$ cat src/rtl/dsc_pkg.sv
package dsc_pkg;
  typedef enum logic [1:0] {
    DEC_NONE     = 2'd0,
    DEC_COMMIT   = 2'd1,
    DEC_MISMATCH = 2'd2,
    DEC_BADSIG   = 2'd3
  } dec_kind_t;
endpackage

$ cat src/rtl/dsc_window.sv
module dsc_window #(
  parameter int CNT_W = 12
) (
  input  logic             clk,
  input  logic             rst_n,
  input  logic [CNT_W-1:0] cfg_period,
  input  logic [CNT_W-1:0] cfg_win_start,
  input  logic [CNT_W-1:0] cfg_win_len,
  output logic             win_open,
  output logic             win_close
);
  logic [CNT_W-1:0] tcnt_q, tcnt_d;
  logic             open_q;
  logic [CNT_W:0]   win_end;

  assign win_end  = {1'b0, cfg_win_start} + {1'b0, cfg_win_len};
  assign win_open = (tcnt_q >= cfg_win_start) && ({1'b0, tcnt_q} < win_end);
  assign win_close = open_q && !win_open;

  always_comb begin
    if (tcnt_q >= cfg_period - CNT_W'(1)) tcnt_d = '0;
    else                                   tcnt_d = tcnt_q + CNT_W'(1);
  end

  always_ff @(posedge clk or negedge rst_n) begin
    if (!rst_n) begin
      tcnt_q <= '0;
      open_q <= 1'b0;
    end else begin
      tcnt_q <= tcnt_d;
      open_q <= win_open;
    end
  end


  wrap_to_zero_chk: assert property (@(posedge clk) disable iff (!rst_n)
    (tcnt_q == cfg_period - CNT_W'(1)) |=> (tcnt_q == '0));
endmodule

$ cat src/rtl/dsc_replica_buf.sv
module dsc_replica_buf #(
  parameter int          DATA_W = 16,
  parameter int          SIG_W  = 8,
  parameter logic [SIG_W-1:0] SIG_KEY = '0
) (
  input  logic              clk,
  input  logic              rst_n,
  input  logic              wr,
  input  logic              clr,
  input  logic [DATA_W-1:0] wr_data,
  input  logic [SIG_W-1:0]  wr_sig,
  output logic              vld,
  output logic [DATA_W-1:0] data_q,
  output logic              sig_ok
);
  logic load, vld_d;

  assign load  = wr && !vld;
  assign vld_d = (vld && !clr) || load;

  always_ff @(posedge clk or negedge rst_n) begin
    if (!rst_n) vld <= 1'b0;
    else        vld <= vld_d;
  end

  always_ff @(posedge clk or negedge rst_n) begin
    if (!rst_n) begin
      data_q <= '0;
      sig_ok <= 1'b0;
    end else if (load) begin
      data_q <= wr_data;
      sig_ok <= (wr_sig == SIG_KEY);
    end
  end


  hold_full_chk: assert property (@(posedge clk) disable iff (!rst_n)
    (vld && !clr) |=> (vld && $stable(data_q) && $stable(sig_ok)));
endmodule

$ cat src/rtl/dsc_pick.sv
module dsc_pick #(
  parameter int N  = 4,
  parameter int IW = (N > 1) ? $clog2(N) : 1
) (
  input  logic [N-1:0]  req,
  output logic [N-1:0]  grant,
  output logic [IW-1:0] idx,
  output logic          any
);
  always_comb begin
    grant = '0;
    idx   = '0;
    for (int i = N - 1; i >= 0; i--) begin
      if (req[i]) begin
        grant = N'(1) << i;
        idx   = IW'(i);
      end
    end
  end

  assign any = |req;
endmodule

$ cat src/rtl/dual_sig_commit_gate.sv
module dual_sig_commit_gate
  import dsc_pkg::*;
#(
  parameter int NUM_SLOTS = 4,
  parameter int DATA_W    = 16,
  parameter int SIG_W     = 8,
  parameter int CNT_W     = 12,
  parameter logic [SIG_W-1:0] SIG_KEY_A = 8'hA5,
  parameter logic [SIG_W-1:0] SIG_KEY_B = 8'h5A,
  localparam int SLOT_W = (NUM_SLOTS > 1) ? $clog2(NUM_SLOTS) : 1
) (
  input  logic                 clk,
  input  logic                 rst_n,
  input  logic [CNT_W-1:0]     cfg_period,
  input  logic [CNT_W-1:0]     cfg_win_start,
  input  logic [CNT_W-1:0]     cfg_win_len,
  input  logic                 a_wr,
  input  logic [SLOT_W-1:0]    a_slot,
  input  logic [DATA_W-1:0]    a_data,
  input  logic [SIG_W-1:0]     a_sig,
  input  logic                 b_wr,
  input  logic [SLOT_W-1:0]    b_slot,
  input  logic [DATA_W-1:0]    b_data,
  input  logic [SIG_W-1:0]     b_sig,
  output logic                 win_open,
  output logic                 cmt_valid,
  output logic [DATA_W-1:0]    cmt_data,
  output logic [SLOT_W-1:0]    dec_slot,
  output logic                 err_mismatch,
  output logic                 err_sig,
  output logic [NUM_SLOTS-1:0] miss_mask,
  output logic                 guard_viol,
  output logic [CNT_W-1:0]     guard_cnt
);
  logic                 win_close;
  logic                 a_in, b_in;
  logic [NUM_SLOTS-1:0] a_vld, b_vld, a_sok, b_sok, clr, ready, grant;
  logic [DATA_W-1:0]    a_q [NUM_SLOTS];
  logic [DATA_W-1:0]    b_q [NUM_SLOTS];
  logic [SLOT_W-1:0]    gidx;
  logic                 gany;
  dec_kind_t            kind;
  logic [1:0]           viol_n;
  logic [NUM_SLOTS-1:0] miss_d;

  dsc_window #(.CNT_W(CNT_W)) u_win (
    .clk(clk), .rst_n(rst_n),
    .cfg_period(cfg_period), .cfg_win_start(cfg_win_start), .cfg_win_len(cfg_win_len),
    .win_open(win_open), .win_close(win_close)
  );

  assign a_in = a_wr && win_open;
  assign b_in = b_wr && win_open;

  for (genvar s = 0; s < NUM_SLOTS; s++) begin : g_slot
    dsc_replica_buf #(.DATA_W(DATA_W), .SIG_W(SIG_W), .SIG_KEY(SIG_KEY_A)) u_a (
      .clk(clk), .rst_n(rst_n),
      .wr(a_in && (a_slot == SLOT_W'(s))), .clr(clr[s]),
      .wr_data(a_data), .wr_sig(a_sig),
      .vld(a_vld[s]), .data_q(a_q[s]), .sig_ok(a_sok[s])
    );
    dsc_replica_buf #(.DATA_W(DATA_W), .SIG_W(SIG_W), .SIG_KEY(SIG_KEY_B)) u_b (
      .clk(clk), .rst_n(rst_n),
      .wr(b_in && (b_slot == SLOT_W'(s))), .clr(clr[s]),
      .wr_data(b_data), .wr_sig(b_sig),
      .vld(b_vld[s]), .data_q(b_q[s]), .sig_ok(b_sok[s])
    );
    assign ready[s] = a_vld[s] && b_vld[s] && win_open;
    assign clr[s]   = grant[s] || win_close;
  end

  dsc_pick #(.N(NUM_SLOTS), .IW(SLOT_W)) u_pick (
    .req(ready), .grant(grant), .idx(gidx), .any(gany)
  );

  // Next-state: verdict for the granted slot, close flush, guardian tally.
  always_comb begin
    kind = DEC_NONE;
    if (gany) begin
      if (!(a_sok[gidx] && b_sok[gidx]))  kind = DEC_BADSIG;
      else if (a_q[gidx] == b_q[gidx])    kind = DEC_COMMIT;
      else                                kind = DEC_MISMATCH;
    end
    miss_d = win_close ? (a_vld | b_vld) : '0;
    viol_n = {1'b0, a_wr && !win_open} + {1'b0, b_wr && !win_open};
  end

  always_ff @(posedge clk or negedge rst_n) begin
    if (!rst_n) begin
      cmt_valid    <= 1'b0;
      err_mismatch <= 1'b0;
      err_sig      <= 1'b0;
      miss_mask    <= '0;
      guard_viol   <= 1'b0;
    end else begin
      cmt_valid    <= (kind == DEC_COMMIT);
      err_mismatch <= (kind == DEC_MISMATCH);
      err_sig      <= (kind == DEC_BADSIG);
      miss_mask    <= miss_d;
      guard_viol   <= (viol_n != 2'd0);
    end
  end

  always_ff @(posedge clk or negedge rst_n) begin
    if (!rst_n)    dec_slot <= '0;
    else if (gany) dec_slot <= gidx;
  end

  always_ff @(posedge clk or negedge rst_n) begin
    if (!rst_n)                  cmt_data <= '0;
    else if (kind == DEC_COMMIT) cmt_data <= a_q[gidx];
  end

  always_ff @(posedge clk or negedge rst_n) begin
    if (!rst_n)                 guard_cnt <= '0;
    else if (viol_n != 2'd0)    guard_cnt <= guard_cnt + CNT_W'(viol_n);
  end


  cmt_in_window_chk: assert property (@(posedge clk) disable iff (!rst_n)
    cmt_valid |-> $past(win_open));

  one_verdict_chk: assert property (@(posedge clk) disable iff (!rst_n)
    $countones({cmt_valid, err_mismatch, err_sig}) <= 1);

  viol_cause_chk: assert property (@(posedge clk) disable iff (!rst_n)
    guard_viol |-> $past((a_wr || b_wr) && !win_open));

  miss_at_close_chk: assert property (@(posedge clk) disable iff (!rst_n)
    (miss_mask != '0) |-> ($past(!win_open) && !cmt_valid));

  grant_onehot_chk: assert property (@(posedge clk) disable iff (!rst_n)
    $onehot0(grant) && ((grant & ~ready) == '0));
endmodule

$ cat config.mk
export PLATFORM = sky130hd
export DESIGN_NAME = dual_sig_commit_gate
export DESIGN_NICKNAME = d
export VERILOG_FILES = /design/src/rtl/dsc_pkg.sv /design/src/rtl/dsc_window.sv /design/src/rtl/dsc_replica_buf.sv /design/src/rtl/dsc_pick.sv /design/src/rtl/dual_sig_commit_gate.sv
export SDC_FILE = /design/constraint.sdc
export NUM_CORES = 1
export LEC_CHECK = 0
export BUFFER_PORTS_ARGS = -buffer_cell sky130_fd_sc_hd__buf_2
export CAP_MARGIN = 30
export CORE_MARGIN = 4
export CORE_UTILIZATION = 46
export DETAILED_ROUTE_END_ITERATION = 16
export PLACE_DENSITY = 0.73
export REMOVE_ABC_BUFFERS = 1
export SLEW_MARGIN = 5
export SYNTH_ARGS = -nofsm -noshare
export SYNTH_HDL_FRONTEND = slang
export SYNTH_SLANG_ARGS = --single-unit
$ cat constraint.sdc
create_clock -name clk -period 9.3 [get_ports clk]
set_clock_uncertainty 0.15 [all_clocks]
set_input_delay 0.93 -clock clk [delete_from_list [all_inputs] [get_ports clk]]
set_output_delay 0.93 -clock clk [all_outputs]
set_load 0.1 [all_outputs]
======== After elaboration in Yosys (flattened, before gate mapping) ========
Cells that the tools add are included.
storage, ports and cells
  input bits .............................. 92
  bits in writable memories ............... 0
  flip-flop bits (word level) ............. 195
  bits in read-only memories .............. 0
  logic and storage cells ................. 149
  memories ................................ 0
  latch bits .............................. 0
cells by class
  bitwise operators ....................... 2
  shift operators ......................... 0
  reduce and logical (&&, ||, !) cells .... 68
  equality and inequality tests ........... 12
  div/mod/pow operators ................... 0
  muxes and demuxes ....................... 23
  order comparisons ....................... 5
  $add $sub $neg .......................... 5
  multipliers ............................. 0
operators by type and width
  kind                                                                  count
  16-bit binary-select mux with 2-bit select                            2
  16-bit 2-to-1 mux                                                     4
  1-bit logical AND                                                     39
  12-bit greater-or-equal comparator                                    2
  4-bit 2-to-1 mux                                                      5
  16-bit == test                                                        1
  2-bit 2-to-1 mux                                                      7
  12-bit by 12-bit adder with 13-bit output                             1
  1-bit zero test                                                       13
  12-bit by 13-bit less-than comparator with 1-bit output               1
  12-bit by 1-bit adder with 12-bit output, second input constant       1
  12-bit by 2-bit adder with 12-bit output                              1
  2-bit == test, second input constant                                  6
  1-bit logical OR                                                      12
  12-bit 2-to-1 mux                                                     1
  12-bit by 1-bit subtractor with 12-bit output, second input constant  1
  8-bit by 7-bit == test with 1-bit output, second input constant       1
  8-bit == test, second input constant                                  1
  2-bit by 1-bit == test with 1-bit output, second input constant       3
  1-bit binary-select mux with 2-bit select                             2
  2-bit zero test                                                       2
  4-bit bitwise OR                                                      1
  4-bit OR reduction                                                    1
  3-bit greater-or-equal comparator, second input constant              1
  5 further kinds                                                       6

======== Longest topological paths before layout ========
  word-level depth ........................ 17
  gate-level depth with buffers ........... 27

======== Hierarchy ========
From an unflattened synthesis, not the netlist that was laid out.
second synthesis, totals
  cells, all modules ...................... 815
  area, all modules ....................... 10869.2 um2
by module, submodules not included
  module                cells each  seq. area each (um2)  area an instance (um2)  instances
  dsc_replica_buf       44          450.4                 743.2                   8
  dual_sig_commit_gate  193         950.9                 2678.8                  1
  dsc_window            260         325.3                 2185.8                  1
  dsc_pick              10          0.0                   58.8                    1

======== Least setup slack after synthesis ========
Ideal clock, no wire load.
  path kind ............................... input to register
  start point ............................. input port cfg_win_start[1]
  end point ............................... register cmt_data[10]
  arrival time ............................ 6.025 ns
  stages on the path ...................... 26
  library setup time ...................... 0.128 ns
  slack ................................... 2.997 ns
  buffers on the path ..................... 4
  path through ............................ ha_1 a21o_1 a21oi_1 o21bai_1 a21oi_1 o21bai_1 a21oi_1 nor2b_1 o21a_1 o41a_1 xnor2_1 ha_1 nand3_1 nor3_1 o211ai_1 a311o_1 nand2_4 inv_2 buf_2 buf_2 buf_2 o21ai_0 or2_2 nor4_4 buf_6 mux2_1
on the way
  cells in the longest elaborated chain, start to end .. 17
  elaborated cells between the ends (all ways) .. 30
  those cells by class .................... add/sub: 1; order compare: 2; eq/ne: 2; mux: 17; bitwise: 1; reduce/logical: 7
ends and longest elaborated chain
  element                                                        RTL line                                                 text
  start: declaration                                             dual_sig_commit_gate.sv:15                               input logic [CNT_W-1:0] cfg_win_start,
  12-bit by 12-bit adder with 13-bit output                      dsc_window.sv:16                                         assign win_end = {1'b0, cfg_win_start} + {1'b0, cfg_win_len};
  12-bit by 13-bit less-than comparator with 1-bit output        dsc_window.sv:17                                         assign win_open = (tcnt_q >= cfg_win_start) && ({1'b0, tcnt_q} < win_end);
  1-bit logical AND *                                            dsc_window.sv:17
  named net win_open                                             dual_sig_commit_gate.sv:25                               output logic win_open,
  1-bit logical AND                                              dual_sig_commit_gate.sv:68                               assign ready[s] = a_vld[s] && b_vld[s] && win_open;
  2-bit 2-to-1 mux (4 in series)                                 dsc_pick.sv:14                                           if (req[i]) begin
  2-bit NOT with 3-bit output (implied by the code)              dual_sig_commit_gate.sv:81, dual_sig_commit_gate.sv:111
  16-bit binary-select mux with 2-bit select (on tied branches)  dual_sig_commit_gate.sv:81, dual_sig_commit_gate.sv:111
  16-bit 2-to-1 mux (on tied branches) (2 in series)             dual_sig_commit_gate.sv:81, dual_sig_commit_gate.sv:111
  16-bit == test                                                 dual_sig_commit_gate.sv:81                               else if (a_q[gidx] == b_q[gidx]) kind = DEC_COMMIT;
  2-bit 2-to-1 mux                                               dual_sig_commit_gate.sv:81
  2-bit 2-to-1 mux                                               dual_sig_commit_gate.sv:80                               if (!(a_sok[gidx] && b_sok[gidx])) kind = DEC_BADSIG;
  2-bit 2-to-1 mux                                               dual_sig_commit_gate.sv:79                               if (gany) begin
  2-bit by 1-bit == test with 1-bit output                       dual_sig_commit_gate.sv:111                              else if (kind == DEC_COMMIT) cmt_data <= a_q[gidx];
  end signal: assignment                                         dual_sig_commit_gate.sv:111
  end: declaration                                               dual_sig_commit_gate.sv:27                               output logic [DATA_W-1:0] cmt_data,
The timed path passes the listed nets; every way through them passes the cells marked *. The select of a mux whose other input is x is not followed.
A chain may end at the register's enable or synchronous reset.

======== Final worst setup path ========
  start point ............................. input port cfg_win_start[1]
  end point ............................... register cmt_data[9]
on the way
  cells in the longest elaborated chain, start to end .. 17
  elaborated cells between the ends (all ways) .. 30
  those cells by class .................... add/sub: 1; order compare: 2; eq/ne: 2; mux: 17; bitwise: 1; reduce/logical: 7
ends and longest elaborated chain
  element                                                        RTL line
  12-bit by 12-bit adder with 13-bit output                      dsc_window.sv:16
  12-bit by 13-bit less-than comparator with 1-bit output        dsc_window.sv:17
  1-bit logical AND *                                            dsc_window.sv:17
  1-bit logical AND                                              dual_sig_commit_gate.sv:68
  2-bit 2-to-1 mux (4 in series)                                 dsc_pick.sv:14
  2-bit NOT with 3-bit output (implied by the code)              dual_sig_commit_gate.sv:81, dual_sig_commit_gate.sv:111
  16-bit binary-select mux with 2-bit select (on tied branches)  dual_sig_commit_gate.sv:81, dual_sig_commit_gate.sv:111
  16-bit 2-to-1 mux (on tied branches) (2 in series)             dual_sig_commit_gate.sv:81, dual_sig_commit_gate.sv:111
  16-bit == test                                                 dual_sig_commit_gate.sv:81
  2-bit 2-to-1 mux                                               dual_sig_commit_gate.sv:81
  2-bit 2-to-1 mux                                               dual_sig_commit_gate.sv:80
  2-bit 2-to-1 mux                                               dual_sig_commit_gate.sv:79
  2-bit by 1-bit == test with 1-bit output                       dual_sig_commit_gate.sv:111
Every way passes the cells marked *; elsewhere a longest branch is shown, timed or not. The select of a mux whose other input is x is not followed.

==> results.yml <==
run_status:
  status: "complete, no violations"
critical_path:
  path_class: "in -> reg"
  required_ns: 9.47
  cp.arrival_ns: 7.03
  endpoint_kind: "register"
  critical_path.startpoint: "cfg_win_start[1]"
  timing.rr.start: "u_win.tcnt_q[9]$_DFF_PN0_"
  cp_max_fo: 40
  worstSetupStartpointType: "input pin"
logic_synthesis:
  synthCells: 1027
  ys_ff_latch: 195
  syn_area_mm2: 0.0108
  synth_area_per_cell_um2: 10.6
  synth_cell_types: 56
  synthTopCellsByArea: "dfrtp_1 45%, mux2_2 15%, ha_1 6.1%"
  synthFlopType: "dfrtp_1"
  synthTopCellsByCount: "195 x dfrtp_1, 140 x mux2_2, 90 x nand2_1, 65 x o21ai_0, 53 x ha_1"
  ys_warn_count: 0
  synth_edf_count: 0
  ys_seq_area_frac: 0.450
  synth_most_common_cell: "dfrtp_1"
  synth_top_area_share: 0.450
  synth_area_leader_cell: "dfrtp_1"
  async_reset_ff_frac: 1.00
drt:
  vias_per_cell: 5.76
  firstDrtPassIters: 6
  routed_wirelength_mm: 27.8
  ant_nets: 0
  drt_iter0_markers: 576
  drc: 0
  avgRoutedWirePerCell_um: 18.8
  num_vias: 8520
job:
  cap_violations: 0
global_route:
  grt_max_degree: 75
  grt_pass1_vias: 8494
  grtUsageTotal: 0.212
  antenna_found_initial: 2
  grt_pass1_wl_mm: 44.6
  grt-ovfl-total: 0
sta:
  setup_ws_ns: 2.44
  setup_viol: 0
  fin_crit_sh: 0.737
  rsz0062_at_grt: "no"
  period_needed_ns: 6.86
  finalHoldViolations: 0
  clock.fmax_mhz: 146
  tightest_slew_ns: 0.830
  finalSetupTns_ns: 0
  maxSlewViolCount: 0
  slew_headroom: 0.447
clock_tree:
  path_clk_slew_ns: 0.08
  cts_sinks: 195
  post-cts-setup-buffers: 0
  cts-buffers-inserted: 17
  htreeDepth: 4
  clockRootBuffer: "clkbuf_16"
  cts_tree: "built"
  cts_buffer_depth: 2
  cts_resized: 0
  holdBufCountCts: 0
  clk_latency_ns: 0.44
power:
  ir_drop_uv: 127
  power_per_cell_area_mw_per_mm2: 175
  total_power_w: 0.00218
  leakage_nw: 6.11
finish:
  fill_cells: 1996
  layout.nets: 1300
  fin_util: 0.546
  drive_gt1_frac: 0.295
  area_growth_syn_to_layout_pct: 15.4
die:
  initial_core_util: 0.473
  rows: 55
  pin_count: 131
  die_area_mm2: 0.0261
  core_area_mm2: 0.0229
  die_width_um: 162
  die_h_um: 162
min_path:
  hp-class: "in -> async"
placement:
  hpwl_mm: 19.4
  io_buffer_count: 130
  pre_cts_ws_ns: 2.04
  gp_congestion: 0.840
-- stage by stage --
step	hold slack (ns)	instances	instance area, um^2
6_report	0.296	1479	12500
5_1_grt	0.323	1479	12500
4_1_cts	0.309	1476	12500
3_5_place_dp	0.310	1446	11900
3_3_place_gp	0.303	1439	11800
2_1_floorplan	0.324	980	10600
-- logic make-up (layout without fill, tap and decap cells) --
kind of cell | Yosys count | after routing | synth area share
compound gates | 228 | 228 | 0.137
xor+xnor | 40 | 40 | 0.0323
fa+ha+maj | 55 | 55 | 0.0649
buf+inv | 81 | 218 | 0.0314
flops | 195 | 195 | 0.450
mux | 152 | 152 | 0.157
other cells | 0 | 2 | 0
simple gates | 276 | 276 | 0.127
-- metal layers --
layer	up-vias	part of all wire	GRT usage	wire length, um
met4	0	0.027	0.0779	760
li1	3958	-	-	-
met5	-	0	0	0
met2	257	0.50	0.357	13800
met3	62	0.045	0.0339	1260
met1	4243	0.43	0.276	11900
-- cell usage in the layout (no fill, tap or decap), drive strengths merged, types with 13 or more instances in the layout --
| cell type | instances |
|---|---|
| xnor2 | 24 |
| xor2 | 16 |
| nand3 | 47 |
| o21a | 13 |
| ha | 53 |
| a21o | 45 |
| mux2 | 146 |
| nor3 | 14 |
| a21oi | 45 |
| clkbuf | 18 |
| nand2 | 91 |
| buf | 153 |
| and2 | 19 |
| inv | 40 |
| dfrtp | 195 |
| o21ai | 66 |
| nand4 | 16 |
| nor2 | 50 |
-- power by group --
| group | internal (W) | switching, W |
|---|---|---|
| clock network | 0.000350 | 0.000346 |
| registers | 0.000916 | 0.0000732 |
| logic | 0.000189 | 0.000310 |
| total | 0.00145 | 0.000729 |
-- worst paths after layout --
check / slack [ns] / depth (start not counted) / endpoint
worst max-delay path: 2.44 / 25 / cmt_data[9]$_DFFE_PN0N_
worst min-delay path: 0.30 / 1 / g_slot[2].u_a.data_q[3]$_DFFE_PN0P_
worst max register to register: 4.35 / 13 / cmt_data[9]$_DFFE_PN0N_
worst min register to register: 0.32 / 1 / guard_cnt[11]$_DFFE_PN0P_
max in group asynchronous: 7.12 / 3 / guard_cnt[8]$_DFFE_PN0P_
min in group clk: 0.32 / 1 / guard_cnt[11]$_DFFE_PN0P_
-- cell type report --
class	count	area [um^2]	share of cell area
multi-input cells	751	5650	0.452
flip-flops and latches	195	4880	0.390
repair buffers	154	910	0.0727
clock buffers	17	425	0.0340
well taps	313	392	0.0313
inverters	34	128	0.0102
clock inverters	13	121	0.00970
diodes	2	5.00	0.000400
-- state kept, by name, summed over array words and instances (netlist names), 2 cells and up --
| name | cells |
|---|---|
| g_slot.u_b.vld | 4 |
| cmt_data | 16 |
| miss_mask | 4 |
| g_slot.u_a.vld | 4 |
| guard_cnt | 12 |
| u_win.tcnt_q | 12 |
| g_slot.u_b.data_q | 64 |
| g_slot.u_b.sig_ok | 4 |
| g_slot.u_a.data_q | 64 |
| dec_slot | 2 |
| g_slot.u_a.sig_ok | 4 |
-- worst max-delay path: stages --
cell and delay (ns):
buf_2 0.12, ha_1 0.29, a21o_1 0.18, a21oi_1 0.23, o21bai_1 0.09, a21oi_1 0.22
o21bai_1 0.09, a21oi_1 0.22, nor2b_1 0.08, o21a_1 0.18, o41a_1 0.32, xnor2_1 0.13
ha_1 0.29, nand3_1 0.08, nor3_1 0.18, o211ai_1 0.11, a311o_1 0.42, nand2_4 0.30
inv_2 0.38, a211oi_1 0.33, a311oi_1 0.08, or4_4 0.57, nor4_4 0.61, buf_8 0.24
mux2_1 0.33
(Power assumes the default switching activity.)
